[src/rtl/smbus_arp_pkg.sv]
package smbus_arp_pkg;

   typedef enum logic [3:0] {
      P_NONE        = 4'd0,
      P_PREP        = 4'd1,
      P_RST_GEN     = 4'd2,
      P_GUD_GEN     = 4'd3,
      P_ASSIGN      = 4'd4,
      P_GUD_DIR     = 4'd5,
      P_RST_DIR     = 4'd6,
      P_NOTIFY_ARP  = 4'd7,
      P_HOST_NOTIFY = 4'd8,
      P_QUICK       = 4'd9,
      P_ORDINARY    = 4'd10,
      P_BLOCK_READ  = 4'd11
   } proto_e;

   typedef enum logic [1:0] {
      K_NONE,
      K_ARP,
      K_NOTIFY,
      K_OWN
   } kind_e;

   localparam logic [7:0] CMD_PREP   = 8'h01;
   localparam logic [7:0] CMD_RST    = 8'h02;
   localparam logic [7:0] CMD_GUD    = 8'h03;
   localparam logic [7:0] CMD_ASSIGN = 8'h04;

endpackage

[src/rtl/sac_addr_match.sv]
module sac_addr_match
   import smbus_arp_pkg::*;
#(
   parameter int          ADDR_W      = 7,
   parameter logic [7:0]  ARP_ADDR    = 8'hC2,
   parameter logic [7:0]  NOTIFY_ADDR = 8'h10
) (
   input  logic [7:0]        byte_i,
   input  logic [ADDR_W-1:0] own_addr_i,
   input  logic              chk_start_i,
   input  logic              chk_rstart_i,
   output kind_e             kind_o,
   output logic              rs_arp_ok_o,
   output logic              rs_own_ok_o
);

   if (ADDR_W != 7) begin : g_bad_addr_w
      $error("sac_addr_match: ADDR_W must be 7");
   end

   logic lsb_ok_st;
   logic lsb_ok_rs;
   logic hit_arp;
   logic hit_ntf;
   logic hit_own;

   assign lsb_ok_st = !chk_start_i  || !byte_i[0];
   assign lsb_ok_rs = !chk_rstart_i ||  byte_i[0];

   assign hit_arp = (byte_i[7:1] == ARP_ADDR[7:1]);
   assign hit_ntf = (byte_i[7:1] == NOTIFY_ADDR[7:1]);
   assign hit_own = (byte_i[7:1] == own_addr_i);

   always_comb begin
      kind_o = K_NONE;
      if (hit_arp && lsb_ok_st)      kind_o = K_ARP;
      else if (hit_ntf && lsb_ok_st) kind_o = K_NOTIFY;
      else if (hit_own && lsb_ok_st) kind_o = K_OWN;
   end

   assign rs_arp_ok_o = hit_arp && lsb_ok_rs;
   assign rs_own_ok_o = hit_own && lsb_ok_rs;

endmodule

[src/rtl/sac_cmd_decode.sv]
module sac_cmd_decode
   import smbus_arp_pkg::*;
#(
   parameter int          ADDR_W   = 7,
   parameter logic [7:0]  ARP_ADDR = 8'hC2
) (
   input  kind_e             kind_i,
   input  logic [7:0]        cmd_i,
   input  logic [ADDR_W-1:0] own_addr_i,
   output proto_e            proto_o
);

   always_comb begin
      proto_o = P_NONE;
      unique case (kind_i)
         K_ARP: begin
            if (cmd_i == CMD_PREP)                proto_o = P_PREP;
            else if (cmd_i == CMD_RST)            proto_o = P_RST_GEN;
            else if (cmd_i == CMD_GUD)            proto_o = P_GUD_GEN;
            else if (cmd_i == CMD_ASSIGN)         proto_o = P_ASSIGN;
            else if (cmd_i[7:1] == own_addr_i)    proto_o = cmd_i[0] ? P_GUD_DIR : P_RST_DIR;
         end
         K_NOTIFY: proto_o = (cmd_i == ARP_ADDR) ? P_NOTIFY_ARP : P_HOST_NOTIFY;
         K_OWN:    proto_o = P_ORDINARY;
         default:  proto_o = P_NONE;
      endcase
   end

endmodule

[src/rtl/sac_udid_cmp.sv]
module sac_udid_cmp #(
   parameter int UDID_BYTES = 16,
   parameter int UDID_OFS   = 3,
   parameter int CNT_W      = 5
) (
   input  logic                    clk,
   input  logic                    rst_n,
   input  logic                    clr_i,
   input  logic                    en_i,
   input  logic [CNT_W-1:0]        idx_i,
   input  logic [7:0]              byte_i,
   input  logic [UDID_BYTES*8-1:0] udid_i,
   output logic                    bad_o,
   output logic                    bad_nx_o
);

   localparam int UDID_W = UDID_BYTES * 8;
   localparam int SEL_W  = $clog2(UDID_BYTES);
   localparam int WIN_HI = UDID_OFS + UDID_BYTES;

   if (UDID_BYTES < 2) begin : g_bad_bytes
      $error("sac_udid_cmp: UDID_BYTES must be at least 2");
   end
   if ((1 << CNT_W) <= WIN_HI) begin : g_bad_cnt
      $error("sac_udid_cmp: CNT_W too narrow for window");
   end

   logic [7:0] ref_b [UDID_BYTES];

   for (genvar k = 0; k < UDID_BYTES; k++) begin : g_ref
      assign ref_b[k] = udid_i[UDID_W-1-8*k -: 8];
   end

   logic             in_win;
   logic [CNT_W-1:0] rel;
   logic [SEL_W-1:0] sel;
   logic             bad_q;

   assign in_win = (idx_i >= CNT_W'(UDID_OFS)) && (idx_i < CNT_W'(WIN_HI));
   assign rel    = idx_i - CNT_W'(UDID_OFS);
   assign sel    = rel[SEL_W-1:0];

   always_comb begin
      bad_nx_o = clr_i ? 1'b0 : bad_q;
      if (en_i && in_win && (byte_i != ref_b[sel])) bad_nx_o = 1'b1;
   end

   always_ff @(posedge clk) begin
      if (!rst_n) bad_q <= 1'b0;
      else        bad_q <= bad_nx_o;
   end

   assign bad_o = bad_q;


   sticky_mismatch_chk: assert property (@(posedge clk) disable iff (!rst_n)
      (bad_q && !clr_i) |=> bad_q);

endmodule

[src/rtl/smbus_arp_classifier.sv]
module smbus_arp_classifier
   import smbus_arp_pkg::*;
#(
   parameter int          ADDR_W      = 7,
   parameter int          UDID_BYTES  = 16,
   parameter int          UDID_OFS    = 3,
   parameter logic [7:0]  ARP_ADDR    = 8'hC2,
   parameter logic [7:0]  NOTIFY_ADDR = 8'h10
) (
   input  logic                    clk,
   input  logic                    rst_n,
   input  logic                    ev_start,
   input  logic                    ev_rstart,
   input  logic                    ev_byte_vld,
   input  logic [7:0]              ev_byte,
   input  logic                    ev_stop,
   input  logic [ADDR_W-1:0]       own_addr,
   input  logic [UDID_BYTES*8-1:0] own_udid,
   input  logic                    chk_rw_start,
   input  logic                    chk_rw_rstart,
   output logic                    desc_vld,
   output logic [3:0]              desc_code,
   output logic                    desc_match
);

   localparam int CNT_MAX = UDID_OFS + UDID_BYTES;
   localparam int CNT_W   = $clog2(CNT_MAX + 1);

   if (UDID_OFS < 2) begin : g_bad_ofs
      $error("smbus_arp_classifier: UDID_OFS must leave room for address and command");
   end

   // state
   logic             act_q, act_n;
   logic [CNT_W-1:0] cnt_q, cnt_n;
   kind_e            kind_q, kind_n;
   proto_e           cls_q, cls_n;
   logic             rd_q, rd_n;
   logic             rds_q, rds_n;
   logic             vld_q, vld_n;
   proto_e           code_q, code_n;
   logic             match_q;

   // decoders
   kind_e  kind_w;
   logic   rs_arp_ok;
   logic   rs_own_ok;
   proto_e cmd_proto;

   sac_addr_match #(
      .ADDR_W      (ADDR_W),
      .ARP_ADDR    (ARP_ADDR),
      .NOTIFY_ADDR (NOTIFY_ADDR)
   ) i_addr (
      .byte_i       (ev_byte),
      .own_addr_i   (own_addr),
      .chk_start_i  (chk_rw_start),
      .chk_rstart_i (chk_rw_rstart),
      .kind_o       (kind_w),
      .rs_arp_ok_o  (rs_arp_ok),
      .rs_own_ok_o  (rs_own_ok)
   );

   sac_cmd_decode #(
      .ADDR_W   (ADDR_W),
      .ARP_ADDR (ARP_ADDR)
   ) i_cmd (
      .kind_i     (kind_q),
      .cmd_i      (ev_byte),
      .own_addr_i (own_addr),
      .proto_o    (cmd_proto)
   );

   // effective state after start / repeated start of this cycle
   logic             rs_expect;
   logic             restart;
   logic             act_eff;
   logic             rd_eff;
   logic [CNT_W-1:0] cnt_eff;
   logic             ud_en;
   logic             ud_bad_q;
   logic             ud_bad_nx;

   assign rs_expect = act_q && !rd_q &&
                      ((cls_q == P_GUD_GEN) || (cls_q == P_GUD_DIR) || (cls_q == P_ORDINARY));
   assign restart   = ev_start || (ev_rstart && !rs_expect);
   assign act_eff   = act_q || restart;
   assign rd_eff    = restart ? 1'b0 : (rd_q || ev_rstart);
   assign cnt_eff   = restart ? '0 : cnt_q;
   assign ud_en     = ev_byte_vld && act_eff && !rd_eff;

   sac_udid_cmp #(
      .UDID_BYTES (UDID_BYTES),
      .UDID_OFS   (UDID_OFS),
      .CNT_W      (CNT_W)
   ) i_udid (
      .clk      (clk),
      .rst_n    (rst_n),
      .clr_i    (restart),
      .en_i     (ud_en),
      .idx_i    (cnt_eff),
      .byte_i   (ev_byte),
      .udid_i   (own_udid),
      .bad_o    (ud_bad_q),
      .bad_nx_o (ud_bad_nx)
   );

   always_comb begin
      act_n  = act_q;
      cnt_n  = cnt_q;
      kind_n = kind_q;
      cls_n  = cls_q;
      rd_n   = rd_q;
      rds_n  = rds_q;
      vld_n  = 1'b0;
      code_n = P_NONE;

      // step 1: start or repeated start
      if (restart) begin
         act_n  = 1'b1;
         cnt_n  = '0;
         kind_n = K_NONE;
         cls_n  = P_NONE;
         rd_n   = 1'b0;
         rds_n  = 1'b0;
      end else if (ev_rstart) begin
         rd_n  = 1'b1;
         rds_n = 1'b0;
      end

      // step 2: byte
      if (ev_byte_vld && act_n) begin
         if (rd_n) begin
            if (!rds_n) begin
               rds_n = 1'b1;
               if (cls_n == P_ORDINARY) cls_n = rs_own_ok ? P_BLOCK_READ : P_NONE;
               else if (!rs_arp_ok)     cls_n = P_NONE;
            end
         end else begin
            if (cnt_n == '0) begin
               kind_n = kind_w;
               cls_n  = (kind_w == K_OWN) ? P_QUICK : P_NONE;
            end else if (cnt_n == CNT_W'(1)) begin
               cls_n = cmd_proto;
            end
            if (cnt_n != CNT_W'(CNT_MAX)) cnt_n = cnt_n + CNT_W'(1);
         end
      end

      // step 3: stop
      if (ev_stop && act_n) begin
         vld_n  = 1'b1;
         act_n  = 1'b0;
         code_n = cls_n;
         if (rd_n && !rds_n) code_n = P_NONE;
         if ((cls_n == P_ASSIGN) && ((cnt_n != CNT_W'(CNT_MAX)) || ud_bad_nx)) code_n = P_NONE;
      end
   end

   always_ff @(posedge clk) begin
      if (!rst_n) begin
         act_q   <= 1'b0;
         cnt_q   <= '0;
         kind_q  <= K_NONE;
         cls_q   <= P_NONE;
         rd_q    <= 1'b0;
         rds_q   <= 1'b0;
         vld_q   <= 1'b0;
         code_q  <= P_NONE;
         match_q <= 1'b0;
      end else begin
         act_q   <= act_n;
         cnt_q   <= cnt_n;
         kind_q  <= kind_n;
         cls_q   <= cls_n;
         rd_q    <= rd_n;
         rds_q   <= rds_n;
         vld_q   <= vld_n;
         code_q  <= code_n;
         match_q <= vld_n && (code_n != P_NONE);
      end
   end

   assign desc_vld   = vld_q;
   assign desc_code  = code_q;
   assign desc_match = match_q;


   desc_after_stop_chk: assert property (@(posedge clk) disable iff (!rst_n)
      desc_vld |-> $past(ev_stop));


   match_needs_vld_chk: assert property (@(posedge clk) disable iff (!rst_n)
      desc_match |-> (desc_vld && (desc_code != 4'd0)));


   read_phase_class_chk: assert property (@(posedge clk) disable iff (!rst_n)
      rd_q |-> (cls_q inside {P_NONE, P_GUD_GEN, P_GUD_DIR, P_ORDINARY, P_BLOCK_READ}));


   start_clears_count_chk: assert property (@(posedge clk) disable iff (!rst_n)
      (ev_start && !ev_byte_vld) |=> (cnt_q == '0));


   ud_unused_tie_chk: assert property (@(posedge clk) disable iff (!rst_n)
      (ud_bad_q && !restart) |-> ud_bad_nx);

endmodule

[config.mk]
export PLATFORM = sky130hd
export DESIGN_NAME = smbus_arp_classifier
export DESIGN_NICKNAME = d
export VERILOG_FILES = /design/src/rtl/smbus_arp_pkg.sv /design/src/rtl/sac_addr_match.sv /design/src/rtl/sac_cmd_decode.sv /design/src/rtl/sac_udid_cmp.sv /design/src/rtl/smbus_arp_classifier.sv
export SDC_FILE = /design/constraint.sdc
export NUM_CORES = 1
export LEC_CHECK = 0
export BUFFER_PORTS_ARGS = -buffer_cell sky130_fd_sc_hd__buf_4
export CAP_MARGIN = 20
export CORE_AREA = 2 2 85 87
export CTS_BUF_LIST = sky130_fd_sc_hd__clkbuf_8
export CTS_CLUSTER_SIZE = 8
export DETAILED_ROUTE_END_ITERATION = 6
export DIE_AREA = 0 0 87 89
export PLACE_DENSITY = 0.94
export SETUP_SLACK_MARGIN = 0.5
export SLEW_MARGIN = 15
export SYNTH_ARGS = -nofsm -noshare
export SYNTH_HDL_FRONTEND = slang
export SYNTH_SLANG_ARGS = --single-unit
[constraint.sdc]
create_clock -name clk -period 5.4 [get_ports clk]
set_input_delay 0.54 -clock clk [delete_from_list [all_inputs] [get_ports clk]]
set_output_delay 0.54 -clock clk [all_outputs]
set_load 0.005 [all_outputs]
* After elaboration in Yosys (flattened, before gate mapping)
Cells that the tools add are included.
Word-level totals: register bits after elaboration 21, output and inout bits 6, word-level logic and storage cells 120
Operators by class: add/subtract/negate cells 2, magnitude comparators 3, eq/ne operators 21, multiplexer cells 46, bitwise logic cells 2, reduce and logical (&&, ||, !) cells 36
Operators by type and width (number):
- two-way mux 4 bit | 19
- binary-select mux 8 bit (select 4 bit) | 1
- two-way mux 5 bit | 4
- logical AND 1 bit | 18
- == test 8 x 2 -> 1 bit (second input constant) | 2
- two-way mux 2 bit | 8
- two-way mux 8 bit | 2
- one-hot mux 4 bit (3 select lines) | 1
- two-way mux 1 bit | 11
- != test 5 bit (second input constant) | 2
- == test 4 x 3 -> 1 bit (second input constant) | 2
- == test 4 bit (second input constant) | 2
- == test 8 x 1 -> 1 bit (second input constant) | 1
- == test 8 x 3 -> 1 bit (second input constant) | 1
- == test 8 bit (second input constant) | 1
- logical OR 1 bit | 8
- != test 8 bit | 1
- == test 7 x 4 -> 1 bit (second input constant) | 1
- == test 7 bit | 1
- == test 7 bit (second input constant) | 1
- zero test 1 bit | 7
- == test 2 bit (second input constant) | 3
- adder 5 x 1 -> 5 bit (second input constant) | 1
- == test 5 x 1 -> 1 bit (second input constant) | 1
- 11 further kinds | 11

* Depth between registers and ports, before layout
word-level depth 22, depth in mapped cells 20

* Hierarchy
From an unflattened synthesis, not the netlist that was laid out.
Unflattened totals: cells, all modules 301, area total of the unflattened synthesis 3007.9 um2
By module, submodules not included:
- sac_udid_cmp | instances 1, cells an instance 89, area an instance 1348.8 um2, sequential area each 20.0 um2
- smbus_arp_classifier | instances 1, cells an instance 158, area an instance 1262.5 um2, sequential area each 400.4 um2
- sac_cmd_decode | instances 1, cells an instance 31, area an instance 246.5 um2, sequential area each 0.0 um2
- sac_addr_match | instances 1, cells an instance 23, area an instance 150.1 um2, sequential area each 0.0 um2

* Least setup slack after synthesis
OpenSTA, ideal clock, no wires.
kind input -> register, from in ev_start, to reg i_udid.bad_q (netlist: i_udid.bad_o), setup time 115 ps, arrival 3811 ps, data required time 5285 ps, slack 1475 ps, stages 16, path buffers 3, cells stage by stage clkbuf_1 a21oi_1 nand2_1 nor2_1 ha_1 clkbuf_1 a21boi_1 nor2_2 buf_6 mux2_1 a222oi_1 xor2_1 o2111ai_1 nor3_1 nor2b_1 o21a_1
Between the ends: word-level cells in the longest chain between the ends 10, elaborated cells between the ends (all ways) 20
Ends and longest elaborated chain:
- start, declared | RTL line smbus_arp_classifier.sv:12 | input logic ev_start,
- logical OR 1 bit (*) | RTL line smbus_arp_classifier.sv:86 | assign restart = ev_start || (ev_rstart && !rs_expect);
- two-way mux 5 bit | RTL line smbus_arp_classifier.sv:89 | assign cnt_eff = restart ? '0 : cnt_q;
- subtractor 4 x 2 -> 4 bit | RTL line sac_udid_cmp.sv:40 | assign rel = idx_i - CNT_W'(UDID_OFS);
- inverter 4 -> 5 bit (not written as such) | RTL line sac_udid_cmp.sv:45 | if (en_i && in_win && (byte_i != ref_b[sel])) bad_nx_o = 1'b1;
- binary-select mux 8 bit (select 4 bit) | RTL line sac_udid_cmp.sv:45
- two-way mux 8 bit (not written as such) (2 in a row) | RTL line sac_udid_cmp.sv:45
- != test 8 bit | RTL line sac_udid_cmp.sv:45
- logical AND 1 bit | RTL line sac_udid_cmp.sv:45
- two-way mux 1 bit (*) | RTL line sac_udid_cmp.sv:45
- end signal, assigned | RTL line sac_udid_cmp.sv:50 | else bad_q <= bad_nx_o;
- end, declared | RTL line sac_udid_cmp.sv:37 | logic bad_q;
Mark *: on every way between the ends. The rest lies on a longest branch, timed or not. The select of a mux whose other input is x is not followed. A chain may end at the register's enable or synchronous reset.

* Final worst setup path
from reg cls_q[0], to reg match_q (netlist: desc_match)
Between the ends: word-level cells in the longest chain between the ends 22, elaborated cells between the ends (all ways) 63
Ends and longest elaborated chain:
- start, declared | RTL line smbus_arp_classifier.sv:37 | proto_e cls_q, cls_n;
- start signal, assigned | RTL line smbus_arp_classifier.sv:175 | cls_q <= cls_n;
- == test 4 x 2 -> 1 bit / == test 4 x 3 -> 1 bit (equally long branches) | RTL line smbus_arp_classifier.sv:85 | ((cls_q == P_GUD_GEN) || (cls_q == P_GUD_DIR) || (cls_q == P_ORDINARY));
- logical OR 1 bit (2 in a row) | RTL line smbus_arp_classifier.sv:85
- logical AND 1 bit | RTL line smbus_arp_classifier.sv:84 | assign rs_expect = act_q && !rd_q &&
- zero test 1 bit | RTL line smbus_arp_classifier.sv:86
- logical AND 1 bit | RTL line smbus_arp_classifier.sv:86
- logical OR 1 bit | RTL line smbus_arp_classifier.sv:86
- two-way mux 5 bit | RTL line smbus_arp_classifier.sv:89, smbus_arp_classifier.sv:119
- subtractor 4 x 2 -> 4 bit | RTL line sac_udid_cmp.sv:40
- [5 not listed]
- logical AND 1 bit | RTL line sac_udid_cmp.sv:45
- two-way mux 1 bit | RTL line sac_udid_cmp.sv:45
- logical OR 1 bit | RTL line smbus_arp_classifier.sv:156 | if ((cls_n == P_ASSIGN) && ((cnt_n != CNT_W'(CNT_MAX)) || ud_bad_nx)) code_n = P_NONE;
- logical AND 1 bit | RTL line smbus_arp_classifier.sv:156
- two-way mux 4 bit | RTL line smbus_arp_classifier.sv:156
- two-way mux 4 bit | RTL line smbus_arp_classifier.sv:151 | if (ev_stop && act_n) begin
- nonzero test 4 bit | RTL line smbus_arp_classifier.sv:180 | match_q <= vld_n && (code_n != P_NONE);
- logical AND 1 bit (*) | RTL line smbus_arp_classifier.sv:180
- end signal, assigned | RTL line smbus_arp_classifier.sv:180
- end, declared | RTL line smbus_arp_classifier.sv:42 | logic match_q;
Marked as above.

==> impl_results.md <==
* Hold Fails Final Rpt at 0
* Die W at 87 µm
* Global-route usage over all layers at 32.8%
* Sequential share of the synthesized area at 13.1%
* Post-Syn Area at 3220 µm²
* Hold Crit Start: ev_stop
* # placed instances at 678
* Worst skew pair latency at 0.26 ns
* Startpoint of the worst register-to-register path: cls_q[0]
* Commonest non-fill, non-tap cell in the layout: buf_4
* GRT overflow at 0
* Wirelength per Cell at 19.5 µm
* Part of the power in registers at 34.6%
* Final setup vio count at 0
* Nets at 758
* Total routed wirelength at 13.3 mm
* Crit path kind: register to register
* Die height at 89 µm
* Layout cells sized above 1 at 32.3%
* Combinational Power Share at 42.3%
* Flip-flop and latch count after synthesis at 21
* CTS buffer count at 3
* Crit path capture type: register
* CTS root buf: clkbuf_8
* Int Pwr at 316 µW
* Vias in the first global route at 4130
* Post-Syn Nets at 611
* Post-detailed-placement half-perimeter wirelength at 10.6 mm
* Post-route ant nets at 0
* # Post-CTS Setup Buffers at 0
* Max clock buf depth at 2
* Synth Instances at 457
* Power after layout at 464 µW
* Rows at 30
* Post-route DRC violation count at 0
* Area of the core at 6720 µm²
* Clk slew on worst S/H paths at 0.09 ns
* Resized cells post-CTS at 0
* Fin crit share at 85.0%
* Netlist cell types at 67
* Synth top area share at 13.1%
* RSZ-0062 raised after global routing: no
* First-pass GRT wire length at 19.9 mm
* Via count at 4376
* GP Congestion at 0.968
* Clock skew at 0.00670 ns
* Ant diodes at 0
* Syn avg cell area at 7.04 µm²
* 1st-pass router iterations at 6
* Synth area leaders: dfxtp_1 13%, mux2i_1 8.1%, nand2_1 6.1%, nand2b_1 4.3%, nor2_1 4.0%
* Clk sinks at 21
* Post-synth top flop: dfxtp_1
* Placement Setup Slack at 0.960 ns
* FFs w/ async S/R, synth at 0%
* Initial DRC count at 372
* Status: completed
* Final min period at 4.59 ns
* Via density at 6.41
* Max Cap Violations at 0
* CP arrival at 4.74 ns
* Switching Share at 31.8%
* Worst Path Required at 5.55 ns
* Port bufs at 156
* Sw power at 147 µW
* Hold_buf cts at 0
* Max-slew violations at 0
* EDFF count, synth at 0
* CTS H-Tree Depth at 1
* Max Freq at 218 MHz
* Cell type with the largest total area after synthesis: dfxtp_1
* VDD IR max at 179 µV
* Critical path peak fanout at 29
* Initial antenna violation count at 0
* Pin count of the biggest net entering global routing at 30
* Yosys Warn Count at 0
* Final WS setup at 0.812 ns
* Total die area at 7740 µm²
* Worst slew margin at 36.0%
* Clk pwr share at 23.0%
* Setup TNS Final at 0 ns
* Lkg Pwr at 0.00207 µW
* Worst-Margin Slew at 0.954 ns
* Layout area overhead at 40.5%
* Commonest non-fill, non-tap cells in the layout: 168 x buf_4, 52 x nand2_1, 34 x nor2_1, 26 x mux2i_1, 23 x a21oi_1
* Final non-filler cell total at 683
* Startpoint Class: register
* Io pins at 157
* HP Class: input pin to register
* Crit path from: cls_q[0]
* CTS tree: built
* Pwr per Cell Area at 103 nW/µm²
* Starting Density at 47.9%
## synthesized netlist by cell type, types with 12 or more instances
| cell | count |
|---|---|
| o21ai_0 | 19 |
| dfxtp_1 | 21 |
| nand4_1 | 12 |
| nand3_1 | 17 |
| nor2_1 | 34 |
| mux2i_1 | 26 |
| nand2b_1 | 22 |
| o22ai_1 | 13 |
| a22oi_1 | 15 |
| nand2_1 | 52 |
| a21oi_1 | 23 |
| xnor2_1 | 12 |
| clkbuf_1 | 17 |
## power groups by stage
| stage | Combinational, µW | Sequential [µW] | Clock [µW] |
|---|---|---|---|
| 6_report | 196 | 161 | 107 |
| 5_1_grt | 209 | 161 | 113 |
| 4_1_cts | 192 | 160 | 106 |
| 3_5_place_dp | 192 | 164 | 0 |
| 3_3_place_gp | 188 | 164 | 0 |
| 2_1_floorplan | 76.7 | 162 | 0 |
## registers in the layout, summed over array words and instances, names as in the netlist, 2 cells and up
| signal | flops |
|---|---|
| cls_q | 4 |
| cnt_q | 5 |
| desc_code | 4 |
| kind_q | 2 |
## layer usage
layer | part of all wire [%] | GRT usage, % | up-vias
li1 | - | - | 2023
met2 | 49 | 58.6 | 312
met5 | 0 | 0 | -
met1 | 37 | 38.1 | 1990
met4 | 3.9 | 14.5 | 0
met3 | 11 | 6.09 | 51
## worst max-delay path, cell delays in order, from the launching register on
cell and delay [ns]:
dfxtp_1 0.37, xnor2_1 0.37, o211a_1 0.63, nor2_1 0.13
nand2_1 0.16, inv_1 0.06, ha_1 0.37, buf_4 0.31
or3_1 0.44, nand2_2 0.16, mux2_1 0.35, a221o_1 0.30
o21a_1 0.20, o211ai_1 0.22, o21ai_1 0.12, nand2_1 0.19
o22ai_1 0.11
## worst paths after layout
path,slack (ns),to,cells after the start
setup / recovery,0.81,desc_match,16
hold / removal,0.45,act_q,2
setup reg to reg,0.81,desc_match,16
hold reg to reg,0.60,kind_q[0],3
## cell families (layout without fill, tap and decap cells)
kind of cell    count (synthesis)  in the layout  share of synthesized area, %
buf+inv                        40            186                          5.29
xor+xnor                       20             20                          5.45
compound gates                141            141                          30.3
mux                            42             42                          14.4
simple gates                  190            190                          30.3
flops                          21             21                          13.1
fa+ha+maj                       3              3                          1.17
## per-stage QoR
step	hold slack [ns]	utilization (%)	instance area, µm²
after CTS	0.460	67.1	4510
after detailed placement	0.587	66.4	4460
after floorplan	0.553	-	3220
after global routing	0.460	67.2	4520
final	0.454	67.2	4520
after global placement	0.576	66.4	4460
## area by class of cell
type	instances	area (µm²)
tap	80	100
clock buffer	3	41.3
clock inverter	1	5.00
multi-input combinational	396	2630
inverter	13	48.8
fill	575	2200
timing repair buffer	169	1270
sequential	21	420
(Power assumes the default switching activity.)
